$ cat src/rtl/dma_arb_pkg.sv
package dma_arb_pkg;
  localparam int NCH    = 2;
  localparam int UNIT_W = 2;
  localparam int OWN_W  = 2;

  typedef enum logic [OWN_W-1:0] {
    OWN_CPU = 2'd0,
    OWN_CH0 = 2'd1,
    OWN_CH1 = 2'd2
  } owner_e;

  typedef enum logic [UNIT_W-1:0] {
    U_BYTE = 2'd0,
    U_WORD = 2'd1,
    U_LONG = 2'd2,
    U_16B  = 2'd3
  } unit_e;

  // level sensing allows only cycle-steal and units up to longword
  function automatic logic cfg_legal(logic level, logic burst, logic [UNIT_W-1:0] unit);
    return !level || (!burst && unit != U_16B);
  endfunction
endpackage

$ cat src/rtl/dma_req_sense.sv
module dma_req_sense
  import dma_arb_pkg::*;
(
  input  logic              clk_i,
  input  logic              rst_ni,
  input  logic              en_i,
  input  logic              level_i,
  input  logic              pol_i,
  input  logic              burst_i,
  input  logic [UNIT_W-1:0] unit_i,
  input  logic              dreq_i,
  input  logic              end_i,
  input  logic              take_i,
  output logic              want_o,
  output logic              err_o
);
  logic smp_q, prev_q, pend_q, err_q;
  logic act, bad, edge_hit, pend_d;

  assign act      = en_i & (dreq_i ~^ pol_i);
  assign bad      = en_i & ~cfg_legal(level_i, burst_i, unit_i);
  assign edge_hit = smp_q & ~prev_q;

  always_comb begin
    pend_d = (pend_q & ~end_i & ~(take_i & ~burst_i)) | edge_hit;
    if (!en_i || level_i) pend_d = 1'b0;
  end

  always_ff @(posedge clk_i or negedge rst_ni) begin
    if (!rst_ni) begin
      smp_q  <= 1'b0;
      prev_q <= 1'b0;
      pend_q <= 1'b0;
      err_q  <= 1'b0;
    end else begin
      smp_q  <= act;
      prev_q <= smp_q;
      pend_q <= pend_d;
      err_q  <= err_q | bad;
    end
  end

  assign want_o = en_i & ~bad & ~err_q & (level_i ? smp_q : pend_q);
  assign err_o  = err_q;
endmodule

$ cat src/rtl/dma_arb_pick.sv
module dma_arb_pick
  import dma_arb_pkg::*;
(
  input  owner_e         owner_i,
  input  logic           done_i,
  input  logic [NCH-1:0] want_i,
  input  logic [NCH-1:0] burst_i,
  output logic           dec_o,
  output owner_e         nxt_o
);
  owner_e prev;

  assign dec_o = (owner_i == OWN_CPU) || done_i;
  assign prev  = done_i ? owner_i : OWN_CPU;

  always_comb begin
    nxt_o = OWN_CPU;
    if (want_i[0] && want_i[1]) begin
      if (burst_i[0])            nxt_o = OWN_CH0;
      else if (prev == OWN_CH0)  nxt_o = OWN_CH1;
      else                       nxt_o = OWN_CH0;
    end else if (want_i[0]) begin
      nxt_o = (!burst_i[0] && prev == OWN_CH0) ? OWN_CPU : OWN_CH0;
    end else if (want_i[1]) begin
      nxt_o = (!burst_i[1] && prev == OWN_CH1) ? OWN_CPU : OWN_CH1;
    end
  end
endmodule

$ cat src/rtl/dma_bus_arb.sv
module dma_bus_arb
  import dma_arb_pkg::*;
(
  input  logic                  clk_i,
  input  logic                  rst_ni,
  input  logic [NCH-1:0]        en_i,
  input  logic [NCH-1:0]        burst_i,
  input  logic [NCH-1:0]        level_i,
  input  logic [NCH-1:0]        pol_i,
  input  logic [NCH*UNIT_W-1:0] unit_i,
  input  logic [NCH-1:0]        dreq_i,
  input  logic [NCH-1:0]        end_i,
  input  logic                  unit_done_i,
  output logic [NCH:0]          gnt_o,
  output logic [OWN_W-1:0]      owner_o,
  output logic [NCH-1:0]        err_o
);
  owner_e         owner_q, nxt;
  logic           dec;
  logic [NCH-1:0] want, take;

  for (genvar k = 0; k < NCH; k++) begin : g_ch
    assign take[k] = dec && (nxt == owner_e'(k + 1));
    dma_req_sense u_sense (
      .clk_i   (clk_i),
      .rst_ni  (rst_ni),
      .en_i    (en_i[k]),
      .level_i (level_i[k]),
      .pol_i   (pol_i[k]),
      .burst_i (burst_i[k]),
      .unit_i  (unit_i[k*UNIT_W +: UNIT_W]),
      .dreq_i  (dreq_i[k]),
      .end_i   (end_i[k]),
      .take_i  (take[k]),
      .want_o  (want[k]),
      .err_o   (err_o[k])
    );
  end

  dma_arb_pick u_pick (
    .owner_i (owner_q),
    .done_i  (unit_done_i),
    .want_i  (want),
    .burst_i (burst_i),
    .dec_o   (dec),
    .nxt_o   (nxt)
  );

  always_ff @(posedge clk_i or negedge rst_ni) begin
    if (!rst_ni)  owner_q <= OWN_CPU;
    else if (dec) owner_q <= nxt;
  end

  always_comb begin
    gnt_o = '0;
    gnt_o[owner_q] = 1'b1;
  end
  assign owner_o = owner_q;
endmodule

$ cat config.mk
export PLATFORM = sky130hd
export DESIGN_NAME = dma_bus_arb
export DESIGN_NICKNAME = d
export VERILOG_FILES = /design/src/rtl/dma_arb_pkg.sv /design/src/rtl/dma_req_sense.sv /design/src/rtl/dma_arb_pick.sv /design/src/rtl/dma_bus_arb.sv
export SDC_FILE = /design/constraint.sdc
export NUM_CORES = 1
export LEC_CHECK = 0
export ABC_AREA = 1
export BUFFER_PORTS_ARGS = -buffer_cell sky130_fd_sc_hd__buf_2
export CAP_MARGIN = 20
export CORE_MARGIN = 4
export CORE_UTILIZATION = 44
export DETAILED_ROUTE_END_ITERATION = 10
export HOLD_SLACK_MARGIN = 0.06
export PLACE_DENSITY = 0.76
export REMOVE_ABC_BUFFERS = 1
export SYNTH_ARGS = -nofsm -noshare
export SYNTH_HDL_FRONTEND = slang
export SYNTH_SLANG_ARGS = --single-unit
export TNS_END_PERCENT = 50
$ cat constraint.sdc
create_clock -name clk_i -period 1.47 [get_ports clk_i]
set_clock_uncertainty 0.05 [all_clocks]
set_input_delay 0.294 -clock clk_i [delete_from_list [all_inputs] [get_ports clk_i]]
set_output_delay 0.294 -clock clk_i [all_outputs]
set_load 0.01 [all_outputs]
Word-level counts from Yosys, hierarchy flattened

Index checks and enable logic that the tools add are counted.
Widths: inputs -> output; s select.

Register bits: 10
Latch bits: 0
RAM bits: 0
Memory bits (read-only): 0
Bits of input ports: 19
Logic and storage cells: 89
Memories: 0

Add/subtract/negate cells: 0
Multipliers: 0
Div/mod/pow operators: 0
Magnitude comparators: 2
Equal/unequal tests: 6
Shift operators: 0
Multiplexer cells: 14
Bitwise logic cells: 38
Reduce and logical (&&, ||, !) cells: 20

Operator list:

| kind               | count |
|---|---|
| $and 1x1->1        | 18 |
| $mux 2             | 7 |
| $not 1->1          | 14 |
| $logic_and 1x1->1  | 8 |
| $logic_not 1->1    | 6 |
| $mux 1             | 6 |
| $logic_or 1x1->1   | 5 |
| $eq 2x1->1 const B | 2 |
| $eq 2x2->1 const B | 2 |
| $ne 2x2->1 const B | 2 |
| $or 1x1->1         | 4 |
| $lt 2x3->1 const B | 1 |
| $demux 1 s2        | 1 |
| $ge 2x1->1 const B | 1 |
| $logic_not 2->1    | 1 |
| $xnor 1x1->1       | 2 |

Logic depth before layout (Yosys ltp)

Depth in word-level cells: 19
Depth in mapped cells: 9
Depth with buffers taken out: 9

By module

From an unflattened synthesis, not the netlist that was laid out.

Cells, all modules: 88
Area, all modules: 578.1 sq um

By module, submodules not included:

| module        | times used | cells each | area an instance (sq um) | seq. area each (sq um) |
|---|---|---|---|---|
| dma_req_sense | 2          | 29         | 206.4                    | 100.1 |
| dma_bus_arb   | 1          | 16         | 102.6                    | 50.0 |
| dma_arb_pick  | 1          | 14         | 62.6                     | 0.0 |

Least setup slack after synthesis

No wires, ideal clock.

Path type: reg-to-reg
Start point: register owner_q[1], in the netlist owner_o[1]
End point: register g_ch[1].u_sense.pend_q
Setup time: 117 ps
Data arrival time: 1041 ps
Required time: 1303 ps
Path slack: 261 ps
Cell stages (with the launch flop): 7
Path buffers: 0
Path through: dfrtp_1 -> o21ai_2 -> nand3_1 -> nor2_1 -> nand4_1 -> nand2_1 -> a21oi_2

Longest elaborated chain between the ends: 14
Elaborated cells between the ends (all ways): 21
Those cells by class: eq/ne (3); mux (9); bitwise (4); reduce/logical (5)

RTL lines:

| what                             | line                | source |
|---|---|---|
| start: declaration               | dma_bus_arb.sv:18   | `owner_e owner_q, nxt;` |
| start signal: assignment         | dma_bus_arb.sv:51   | `else if (dec) owner_q <= nxt;` |
| $mux 2                           | dma_arb_pick.sv:14  | `assign prev = done_i ? owner_i : OWN_CPU;` |
| $eq 2x2->1                       | dma_arb_pick.sv:25  | `nxt_o = (!burst_i[1] && prev == OWN_CH1) ? OWN_CPU : OWN_CH1;` |
| $logic_and 1x1->1                | dma_arb_pick.sv:25  |  |
| $mux 2                           | dma_arb_pick.sv:25  |  |
| $mux 2                           | dma_arb_pick.sv:24  | `end else if (want_i[1]) begin` |
| $mux 2                           | dma_arb_pick.sv:22  | `end else if (want_i[0]) begin` |
| $mux 2                           | dma_arb_pick.sv:18  | `if (want_i[0] && want_i[1]) begin` |
| $eq 2x2->1                       | dma_bus_arb.sv:23   | `assign take[k] = dec && (nxt == owner_e'(k + 1));` |
| $logic_and 1x1->1 *              | dma_bus_arb.sv:23   |  |
| $and 1x1->1 *                    | dma_req_sense.sv:25 | `pend_d = (pend_q & ~end_i & ~(take_i & ~burst_i)) \| edge_hit;` |
| $not 1->1 *                      | dma_req_sense.sv:25 |  |
| $and 1x1->1 *                    | dma_req_sense.sv:25 |  |
| $or 1x1->1 *                     | dma_req_sense.sv:25 |  |
| $mux 1 *                         | dma_req_sense.sv:26 | `if (!en_i \|\| level_i) pend_d = 1'b0;` |
| named net g_ch[1].u_sense.pend_d | dma_req_sense.sv:18 | `logic act, bad, edge_hit, pend_d;` |
| end signal: assignment           | dma_req_sense.sv:38 | `pend_q <= pend_d;` |
| end: declaration                 | dma_req_sense.sv:17 | `logic smp_q, prev_q, pend_q, err_q;` |

The timed path passes the listed nets; every way through them passes the cells marked *.
A chain may end at the register's enable or synchronous reset.

Final worst setup path

Start point: register owner_q[0], in the netlist owner_o[0]
End point: output port gnt_o[2]

Longest elaborated chain between the ends: 4
Elaborated cells between the ends (all ways): 5
Those cells by class: order compare (2); mux (2); reduce/logical (1)

RTL lines:

| what                                                                  | line              | source |
|---|---|---|
| $lt 2x3->1 (not written as such) / $ge 2x1->1 (equally long branches) | dma_bus_arb.sv:56 | `gnt_o[owner_q] = 1'b1;` |
| $logic_and 1x1->1 (not written as such)                               | dma_bus_arb.sv:56 |  |
| $mux 1 (not written as such)                                          | dma_bus_arb.sv:56 |  |
| $demux 1 s2 *                                                         | dma_bus_arb.sv:56 |  |
| end: declaration                                                      | dma_bus_arb.sv:14 | `output logic [NCH:0] gnt_o,` |

Mark *: on every way between the ends. The rest lies on a longest branch, timed or not.

==> results.py <==
metrics = {
    "sta": {
        "hold_viol": 0,
        "period_share_pct": 92.1,
        "post-route-min-period_ns": 1.35,
        "worst_pin_slew_ns": 0.263,
        "slew_viol_final": 0,
        "fmax_mhz": 738,
        "rsz0062_at_grt": "false",
        "setup_viol": 0,
        "finalSetupTns_ns": 0,
        "slew_headroom_pct": 82.5,
    },
    "grt": {
        "track_usage_pct": 14.0,
        "grtUsageMet1_pct": 15.9,
        "grt_max_degree": 11,
        "met2_usage_pct": 22.4,
        "grt_pass1_wl_mm": 2.00,
        "use_met3_pct": 4.47,
        "grt-busiest-layer": "met2",
        "antenna_found_initial": 0,
        "grt_pass1_vias": 513,
        "grt_overflow": 0,
    },
    "run": {
        "max-cap-violations": 0,
    },
    "critical_path": {
        "crit_type": "reg -> out",
        "cp-start-kind": "flop",
        "required_ns": 1.13,
        "worst_ep_arrival_time_ns": 1.01,
        "crit_path_end_kind": "primary output",
        "crit_fanout": 4,
    },
    "routing": {
        "drc": 0,
        "wl_per_cell_um": 10.1,
        "num_vias": 532,
        "drt_pre_antenna_iters": 4,
        "routed_wl_mm": 1.18,
        "viasPerCell": 4.55,
        "drtIter0Drc": 5,
        "antenna_left": 0,
    },
    "status": {
        "outcome": "complete, no violations",
    },
    "cells_and_area": {
        "postLayoutCoreUtil_pct": 63.9,
        "drive_gt1_share_pct": 40.8,
        "final_nets": 123,
        "fill_cells": 111,
        "area_delta_synth_final_pct": 30.3,
        "antenna_cells": 0,
    },
    "clock_tree": {
        "cts_tree": "built",
        "cts_made_buffers": 3,
        "cts_setup_buffers": 0,
        "clock_latency_ns": 0.26,
        "htreeDepth": 1,
        "cts_root_buf": "clkbuf_4",
        "path_clk_slew_ns": 0.06,
        "cts_buffer_depth": 2,
        "cts_resized": 0,
        "numClockSinks": 10,
    },
    "synth": {
        "yosysSeqAreaShare_pct": 43.6,
        "netlist_area_um2": 574,
        "ys_ff_latch": 10,
        "synthCells": 75,
        "ys_warn_count": 0,
        "avgSynthCellArea_um2": 7.66,
        "synth_cell_type_count": 20,
    },
    "power_and_ir_drop": {
        "ir_worst_vdd_v": 0.000492,
        "pwr_density_cell_nw_per_um2": 803,
        "leakagePower_nw": 0.397,
    },
    "floorplan": {
        "core_region_area_um2": 1170,
        "dieWidth_um": 44.1,
        "num_rows": 12,
        "ioPinCount": 26,
        "start_util_pct": 49.0,
        "dieArea_um2": 1950,
        "die_h_um": 44.1,
    },
    "worst_hold_path": {
        "hold_path.class": "in -> reg",
    },
    "place": {
        "place_congestion": 0.785,
        "io_buffers": 25,
        "dpl.hpwl_um": 998,
    },
}
[layout make-up]
cell class | instances | area, um2 | share of cell area (%)
tap | 14 | 17.5 | 2.34
sequential | 10 | 250 | 33.4
multi-input combinational | 49 | 256 | 34.3
clock buffer | 4 | 36.3 | 4.85
inverter | 14 | 52.6 | 7.02
timing repair buffer | 26 | 135 | 18.1
[critical path, cell delays in order (launching register included)]
cell,delay [ns]
dfrtp_1,0.42
inv_2,0.11
nand2_2,0.06
inv_1,0.05
buf_2,0.12
[final timing paths]
check                                                 from                                to  slack [ns]  cells after the start
setup / recovery                    owner_o[0]$_DFFE_PN0N_                          gnt_o[2]        0.12                      4
hold / removal                                    pol_i[1]   g_ch[1].u_sense.smp_q$_DFF_PN0_        0.16                      2
setup reg to reg                    owner_o[1]$_DFFE_PN0N_  g_ch[1].u_sense.pend_q$_DFF_PN0_        0.15                      6
hold reg to reg            g_ch[0].u_sense.smp_q$_DFF_PN0_  g_ch[0].u_sense.prev_q$_DFF_PN0_        0.33                      0
max in group asynchronous                           rst_ni   g_ch[1].u_sense.smp_q$_DFF_PN0_        0.81                      2
min in group asynchronous                           rst_ni  g_ch[0].u_sense.pend_q$_DFF_PN0_        0.37                      2
[sequential cells by signal (all words and copies together) (netlist names)]
signal               count
g_ch.u_sense.smp_q       2
owner_o                  2
g_ch.u_sense.prev_q      2
g_ch.u_sense.pend_q      2
g_ch.u_sense.err_o       2
[cell usage after synthesis, drive strengths merged]
master   n  share of area [%]
or2      2                2.2
nand2   21                 14
buf      2                2.6
o21ai    4                4.1
nand3    6                7.0
o21bai   1                1.3
nand4    1                1.1
nor2     9                7.6
a21oi    3                3.9
dfrtp   10                 44
nor3     1                1.7
inv     14                9.2
xor2     1                1.5
[where the power goes]
part | internal, W | switching (W)
Combinational | 0.0000319 | 0.0000377
Clock | 0.000150 | 0.0000925
Sequential | 0.000285 | 0.00000388
[per-stage QoR]
step / hold slack (ns) / power (W) / worst slack, ns / std cells / cell area, um2
after floorplan: -0.0516 / 0.000323 / 0.261 / 73 / 559
after global placement: 0.116 / 0.000360 / 0.200 / 112 / 702
after detailed placement: 0.116 / 0.000362 / 0.148 / 112 / 702
after CTS: 0.156 / 0.000610 / 0.0980 / 117 / 748
after global routing: 0.166 / 0.000644 / 0.00628 / 117 / 748
final: 0.160 / 0.000601 / 0.116 / 117 / 748
[cell usage in the layout (no fill, tap or decap)]
master	n
inv_2	2
o21bai_1	1
clkbuf_8	1
o21ai_2	1
xor2_1	1
nor3_2	1
nand4_1	1
nand2_2	1
a21oi_2	2
o21ai_0	3
dlygate4sd3_1	1
nand2_1	20
inv_1	12
nand3_1	4
nand3_2	2
nor2_2	1
clkbuf_4	3
dfrtp_1	10
a21oi_1	1
nor2_1	7
or2_2	2
nor2_4	1
buf_2	25
[per-layer routing]
metal | wire length, um | vias to the layer above | share of wire (%)
met1 | 499 | 230 | 42
met2 | 569 | 18 | 48
met5 | 0 | - | 0
li1 | - | 282 | -
met4 | 13 | 0 | 1.1
met3 | 97 | 2 | 8.2
[cells by family (layout without fill, tap and decap cells)]
family	after synthesis	count (layout)	share of synthesized area [%]
simple gates	40	40	33.8
compound gates	8	8	9.37
flops	10	10	43.6
buf+inv	16	44	11.8
xor+xnor	1	1	1.53
[repair_timing]
item	in CTS	in global routing
hold endpoints to repair	10	0
hold buffers	1	0
setup endpoints to repair	0	0
Note: power is estimated with default switching activity, not from simulation.
